$ cat config.mk
export PLATFORM = sky130hd
export DESIGN_NAME = amp_serial_ctl
export DESIGN_NICKNAME = d
export VERILOG_FILES = /design/src/rtl/amp_ctl_pkg.sv /design/src/rtl/amp_sync.sv /design/src/rtl/amp_shift.sv /design/src/rtl/amp_decode.sv /design/src/rtl/amp_serial_ctl.sv
export SDC_FILE = /design/constraint.sdc
export NUM_CORES = 1
export LEC_CHECK = 0
export ABC_AREA = 1
export BUFFER_PORTS_ARGS = -buffer_cell sky130_fd_sc_hd__buf_2
export CORE_MARGIN = 8
export CORE_UTILIZATION = 50
export DETAILED_ROUTE_END_ITERATION = 7
export GPL_ROUTABILITY_DRIVEN = 1
export PLACE_DENSITY = 0.69
export SYNTH_ARGS = -nofsm -noshare
export SYNTH_HDL_FRONTEND = slang
export SYNTH_HIERARCHICAL = 1
export SYNTH_SLANG_ARGS = --single-unit
$ cat constraint.sdc
create_clock -name clk -period 1.3 [get_ports clk]
set_input_delay 0.065 -clock clk [delete_from_list [all_inputs] [get_ports clk]]
set_output_delay 0.065 -clock clk [all_outputs]
set_load 0.1 [all_outputs]
$ cat src/rtl/amp_ctl_pkg.sv
package amp_ctl_pkg;
    localparam int WORD_W = 8;
    localparam int GAIN_W = 6;
    localparam int CNT_W  = $clog2(WORD_W + 2);

    typedef struct packed {
        logic              analog_pwr;
        logic              tx_on;
        logic              hi_gain;
        logic [GAIN_W-1:0] gain;
    } ctl_out_t;

    typedef struct packed {
        logic [WORD_W-1:0] shreg;
        logic [CNT_W-1:0]  cnt;
        logic [WORD_W-1:0] word;
        logic              sel_p;
        logic              sclk_p;
    } shift_st_t;
endpackage

$ cat src/rtl/amp_sync.sv
module amp_sync #(
    parameter int          WIDTH  = 1,
    parameter int          STAGES = 2,
    parameter logic [WIDTH-1:0] RST_VAL = '0
) (
    input  logic             clk,
    input  logic             rst_n,
    input  logic [WIDTH-1:0] async_i,
    output logic [WIDTH-1:0] sync_o
);
    logic [STAGES-1:0][WIDTH-1:0] chain_d, chain_q;

    always_comb begin
        chain_d[0] = async_i;
        for (int s = 1; s < STAGES; s++) begin
            chain_d[s] = chain_q[s-1];
        end
    end

    always_ff @(posedge clk or negedge rst_n) begin
        if (!rst_n) begin
            for (int s = 0; s < STAGES; s++) begin
                chain_q[s] <= RST_VAL;
            end
        end else begin
            chain_q <= chain_d;
        end
    end

    assign sync_o = chain_q[STAGES-1];
endmodule

$ cat src/rtl/amp_shift.sv
module amp_shift
    import amp_ctl_pkg::*;
(
    input  logic              clk,
    input  logic              rst_n,
    input  logic              pwr_s,
    input  logic              sel_s,
    input  logic              sclk_s,
    input  logic              dat_s,
    output logic [WORD_W-1:0] word_q,
    output logic              commit_stb
);
    localparam logic [CNT_W-1:0] CNT_FULL = CNT_W'(WORD_W);
    localparam logic [CNT_W-1:0] CNT_SAT  = CNT_W'(WORD_W + 1);

    shift_st_t st_d, st_q;
    logic sel_fall, sel_rise, sclk_rise;

    always_comb begin
        st_d       = st_q;
        st_d.sel_p  = sel_s;
        st_d.sclk_p = sclk_s;
        sel_fall   = !sel_s && st_q.sel_p;
        sel_rise   = sel_s && !st_q.sel_p;
        sclk_rise  = sclk_s && !st_q.sclk_p;
        commit_stb = 1'b0;
        if (!pwr_s) begin
            st_d.shreg = '0;
            st_d.cnt   = '0;
            st_d.word  = '0;
        end else begin
            if (sel_fall) begin
                st_d.cnt = '0;
            end else if (!sel_s && sclk_rise) begin
                st_d.shreg = {st_q.shreg[WORD_W-2:0], dat_s};
                if (st_q.cnt != CNT_SAT) begin
                    st_d.cnt = st_q.cnt + 1'b1;
                end
            end
            if (sel_rise && st_q.cnt == CNT_FULL) begin
                st_d.word  = st_q.shreg;
                commit_stb = 1'b1;
            end
        end
    end

    always_ff @(posedge clk or negedge rst_n) begin
        if (!rst_n) begin
            st_q.shreg  <= '0;
            st_q.cnt    <= '0;
            st_q.word   <= '0;
            st_q.sel_p  <= 1'b1;
            st_q.sclk_p <= 1'b0;
        end else begin
            st_q <= st_d;
        end
    end

    assign word_q = st_q.word;
endmodule

$ cat src/rtl/amp_decode.sv
module amp_decode
    import amp_ctl_pkg::*;
(
    input  logic              clk,
    input  logic              rst_n,
    input  logic              pwr_s,
    input  logic              txen_s,
    input  logic [WORD_W-1:0] word_q,
    output ctl_out_t          out_q
);
    localparam int B_TX = WORD_W - 1;
    localparam int B_HG = WORD_W - 2;

    ctl_out_t out_d;

    always_comb begin
        out_d = '0;
        if (pwr_s) begin
            out_d.gain       = word_q[GAIN_W-1:0];
            out_d.hi_gain    = word_q[B_HG];
            out_d.analog_pwr = word_q[B_TX] || word_q[B_HG];
            out_d.tx_on      = word_q[B_TX] && txen_s;
        end
    end

    always_ff @(posedge clk or negedge rst_n) begin
        if (!rst_n) begin
            out_q <= '0;
        end else begin
            out_q <= out_d;
        end
    end
endmodule

$ cat src/rtl/amp_serial_ctl.sv
module amp_serial_ctl
    import amp_ctl_pkg::*;
(
    input  logic              clk,
    input  logic              rst_n,
    input  logic              ser_sel_n,
    input  logic              ser_clk,
    input  logic              ser_dat,
    input  logic              hw_tx_en,
    input  logic              pwr_on,
    output logic [GAIN_W-1:0] gain_code,
    output logic              hi_gain,
    output logic              tx_on,
    output logic              analog_pwr
);
    logic [4:0]        pins_s;
    logic              pwr_s, txen_s, sel_s, sclk_s, dat_s;
    logic [WORD_W-1:0] word_q;
    logic              commit_stb;
    ctl_out_t          out_q;

    amp_sync #(.WIDTH(5), .STAGES(2), .RST_VAL(5'b00100)) u_sync (
        .clk    (clk),
        .rst_n  (rst_n),
        .async_i({pwr_on, hw_tx_en, ser_sel_n, ser_clk, ser_dat}),
        .sync_o (pins_s)
    );
    assign {pwr_s, txen_s, sel_s, sclk_s, dat_s} = pins_s;

    amp_shift u_shift (
        .clk       (clk),
        .rst_n     (rst_n),
        .pwr_s     (pwr_s),
        .sel_s     (sel_s),
        .sclk_s    (sclk_s),
        .dat_s     (dat_s),
        .word_q    (word_q),
        .commit_stb(commit_stb)
    );

    amp_decode u_dec (
        .clk   (clk),
        .rst_n (rst_n),
        .pwr_s (pwr_s),
        .txen_s(txen_s),
        .word_q(word_q),
        .out_q (out_q)
    );

    assign gain_code  = out_q.gain;
    assign hi_gain    = out_q.hi_gain;
    assign tx_on      = out_q.tx_on;
    assign analog_pwr = out_q.analog_pwr;
endmodule

==> summary.txt <==
Cells and area
  • Layout cells sized above 1: around 31%
  • Net count reported at finish: 188
  • Multi-input gate area: around 500 µm²
  • Finished Cell Area: just under 2000 µm²
  • Diodes inserted: 0
  • Storage cell area: between 1000 and 1500 µm²
  • Most frequent cells in the layout: 37 x dfrtp_1, 26 x nand2_1, 22 x inv_1
  • Fillers: between 200 and 300
  • Commonest non-fill, non-tap cell in the layout: dfrtp_1
  • Syn-to-layout area delta: 15.62%

Detailed routing
  • Pre-antenna DRT Iters: 4
  • M1 WL: 1108 µm
  • Drt initial violations: 43
  • Sum of routed wire length over all layers: between 2000 and 3000 µm
  • Routed via count: roughly 1000
  • Drt wl/cell: 11.28 µm
  • Max Used Layer: met4
  • Routed Antenna Nets: 0
  • Detailed-route vias per instance: 4.644
  • Residual DRC: 0
  • Met3 routed WL: 191 µm
  • Met2 wire len: 1201 µm

Floorplan
  • Die Ht: 73.74 µm
  • Die area: 5437 µm²
  • Ports: 16
  • Initial Util: 51.15%
  • Die width: 73.74 µm
  • Core Area: 3258 µm²
  • # rows: 21

Global route
  • Initial antenna violation count: 0
  • Gr ovfl total: 0
  • Number of global-route vias before repair: 1040
  • All-Layer GR Usage: 10.49%
  • Pin count of the biggest net entering global routing: 24
  • First-pass GRT wire length: 4353 µm

Timing
  • Slew Viols, Final: 0
  • Worst hold margin: 0.1974 ns
  • Final hold violation count: 0
  • Clk_skew: about 0.012 ns
  • Max-slew headroom: 67.66%
  • Worst setup margin: 0.03187 ns
  • Fin crit share: 97.55%
  • Tightest Pin Transition: 0.4885 ns
  • RSZ-0062 raised after global routing: yes
  • Tmin final: around 1.3 ns
  • Setup TNS: 0 ns
  • Fmax: 788.6 MHz
  • Endpoints failing setup: 0

Worst hold path
  • Hold/Removal Path Class: input pin to asynchronous set/reset pin

Placement
  • Post-DP Area: approximately 1800 µm²
  • Port bufs: 15
  • Pre-CTS setup slack: 0.02542 ns
  • Routability cong.: 0.8196
  • Detailed placement HPWL: around 1800 µm

Worst setup path
  • Worst-path cell chain: ha_2, or2_2, nand3_1, nor2_1, nand2_1, o21ai_1
  • R2R depth: 6
  • CP max-delay cell: dfrtp_2
  • Largest stage delay, worst path: 0.46 ns
  • Crit Path Category: flop to flop
  • R2R setup slack: 0.03 ns
  • Crit-path max FO: 5
  • Critical Path End Type: flop
  • Reg-to-reg critical path endpoint: u_shift/st_q[12]
  • Worst Path Required: 1.53 ns
  • Worst Path Arrival: 1.50 ns
  • Startpoint Class: flop
  • Reg2reg start: u_shift/st_q[10]

CTS
  • Clock transition at path regs: about 0.12 ns
  • Root Buffer: clkbuf_4
  • H-tree depth: 2
  • Bufs on Longest Clock Path: 2
  • Sink Count: 41
  • CTS Buf Count: 5
  • Clk Latency, worst-skew pair: 0.34 ns
  • CTS tree: built

Status
  • Status: finished, final reports clean

Logic synthesis
  • Syn Nets: 166
  • Syn_area_per_cell: between 10 and 15 µm²
  • Synth Cell Area: 1667 µm²
  • Post-Synthesis Cells: ~160
  • Yosys warning count: 6

Power
  • Leakage: roughly 1 nW
  • PD cells: 1087 nW/µm²
  • Total power: 2.094 mW
  • Max rail drop VDD: roughly 0.76 mV

Flow run
  • MaxCap Viol Count: 0
[worst max-delay path by stage]
stage	depth (start not counted)	slack (ns)	to	startpoint
2_1_floorplan	6	0.09	u_shift/st_q[12]	u_shift/st_q[10]
3_3_place_gp	6	0.07	u_shift/st_q[12]	u_shift/st_q[10]
3_5_place_dp	6	0.03	u_shift/st_q[12]	u_shift/st_q[10]
4_1_cts	6	0.006	u_shift/st_q[12]	u_shift/st_q[10]
5_1_grt	6	-0.01	u_shift/st_q[12]	u_shift/st_q[10]
6_report	6	0.03	u_shift/st_q[12]	u_shift/st_q[10]
[sequential cells by signal, summed over array words and instances, names as in the netlist]
name / count
u_shift/st_q: 14
u_dec/out_q: 9
u_shift/word_q: 8
u_sync/chain_d: 5
u_sync/sync_o: 5
[where the power goes]
group	total (mW)	internal [mW]	leakage [nW]	switching (mW)
Combinational	0.121	0.0484	0.399	0.0730
Clock	0.659	0.264	0.0382	0.395
Sequential	1.31	1.30	0.540	0.0138
Total	2.09	1.61	0.977	0.482
[through the flow]
step / utilization [%] / instances
finish: 59.14 / 225
detailed placement: 54.15 / 210
global placement: 54.15 / 210
CTS: 57.99 / 224
global route: 59.14 / 225
floorplan: - / 156
[routing by layer]
layer	track usage (%)	vias to the layer above
met2	17.13	28
met1	11.43	490
met5	0	-
met4	4.656	0
met3	4.638	4
li1	-	523
[critical path, delay by kind of cell (launching register included)]
kind	cells	cell delay, ns
DFF	1	0.46
and+or+nand+nor	4	0.46
adders and majority gates	1	0.19
AOI/OAI and AO/OA	1	0.06
[final cells by class]
| class | instances | share of cell area (%) |
|---|---|---|
| multi-input combinational | 79 | 25.84 |
| inverter | 26 | 5.065 |
| clock inverter | 2 | 0.7143 |
| sequential | 41 | 53.51 |
| clock buffer | 6 | 2.662 |
| tap | 46 | 2.987 |
| timing repair buffer | 25 | 9.221 |
[what timing repair did]
action | 4_1_cts | 5_1_grt
buffers inserted | 0 | 1
endpoints found under the setup margin | 0 | 11
gates resized for setup | 0 | 10
hold endpoints to repair | 46 | 0
hold buffers | 6 | 0
(Power assumes the default switching activity.)
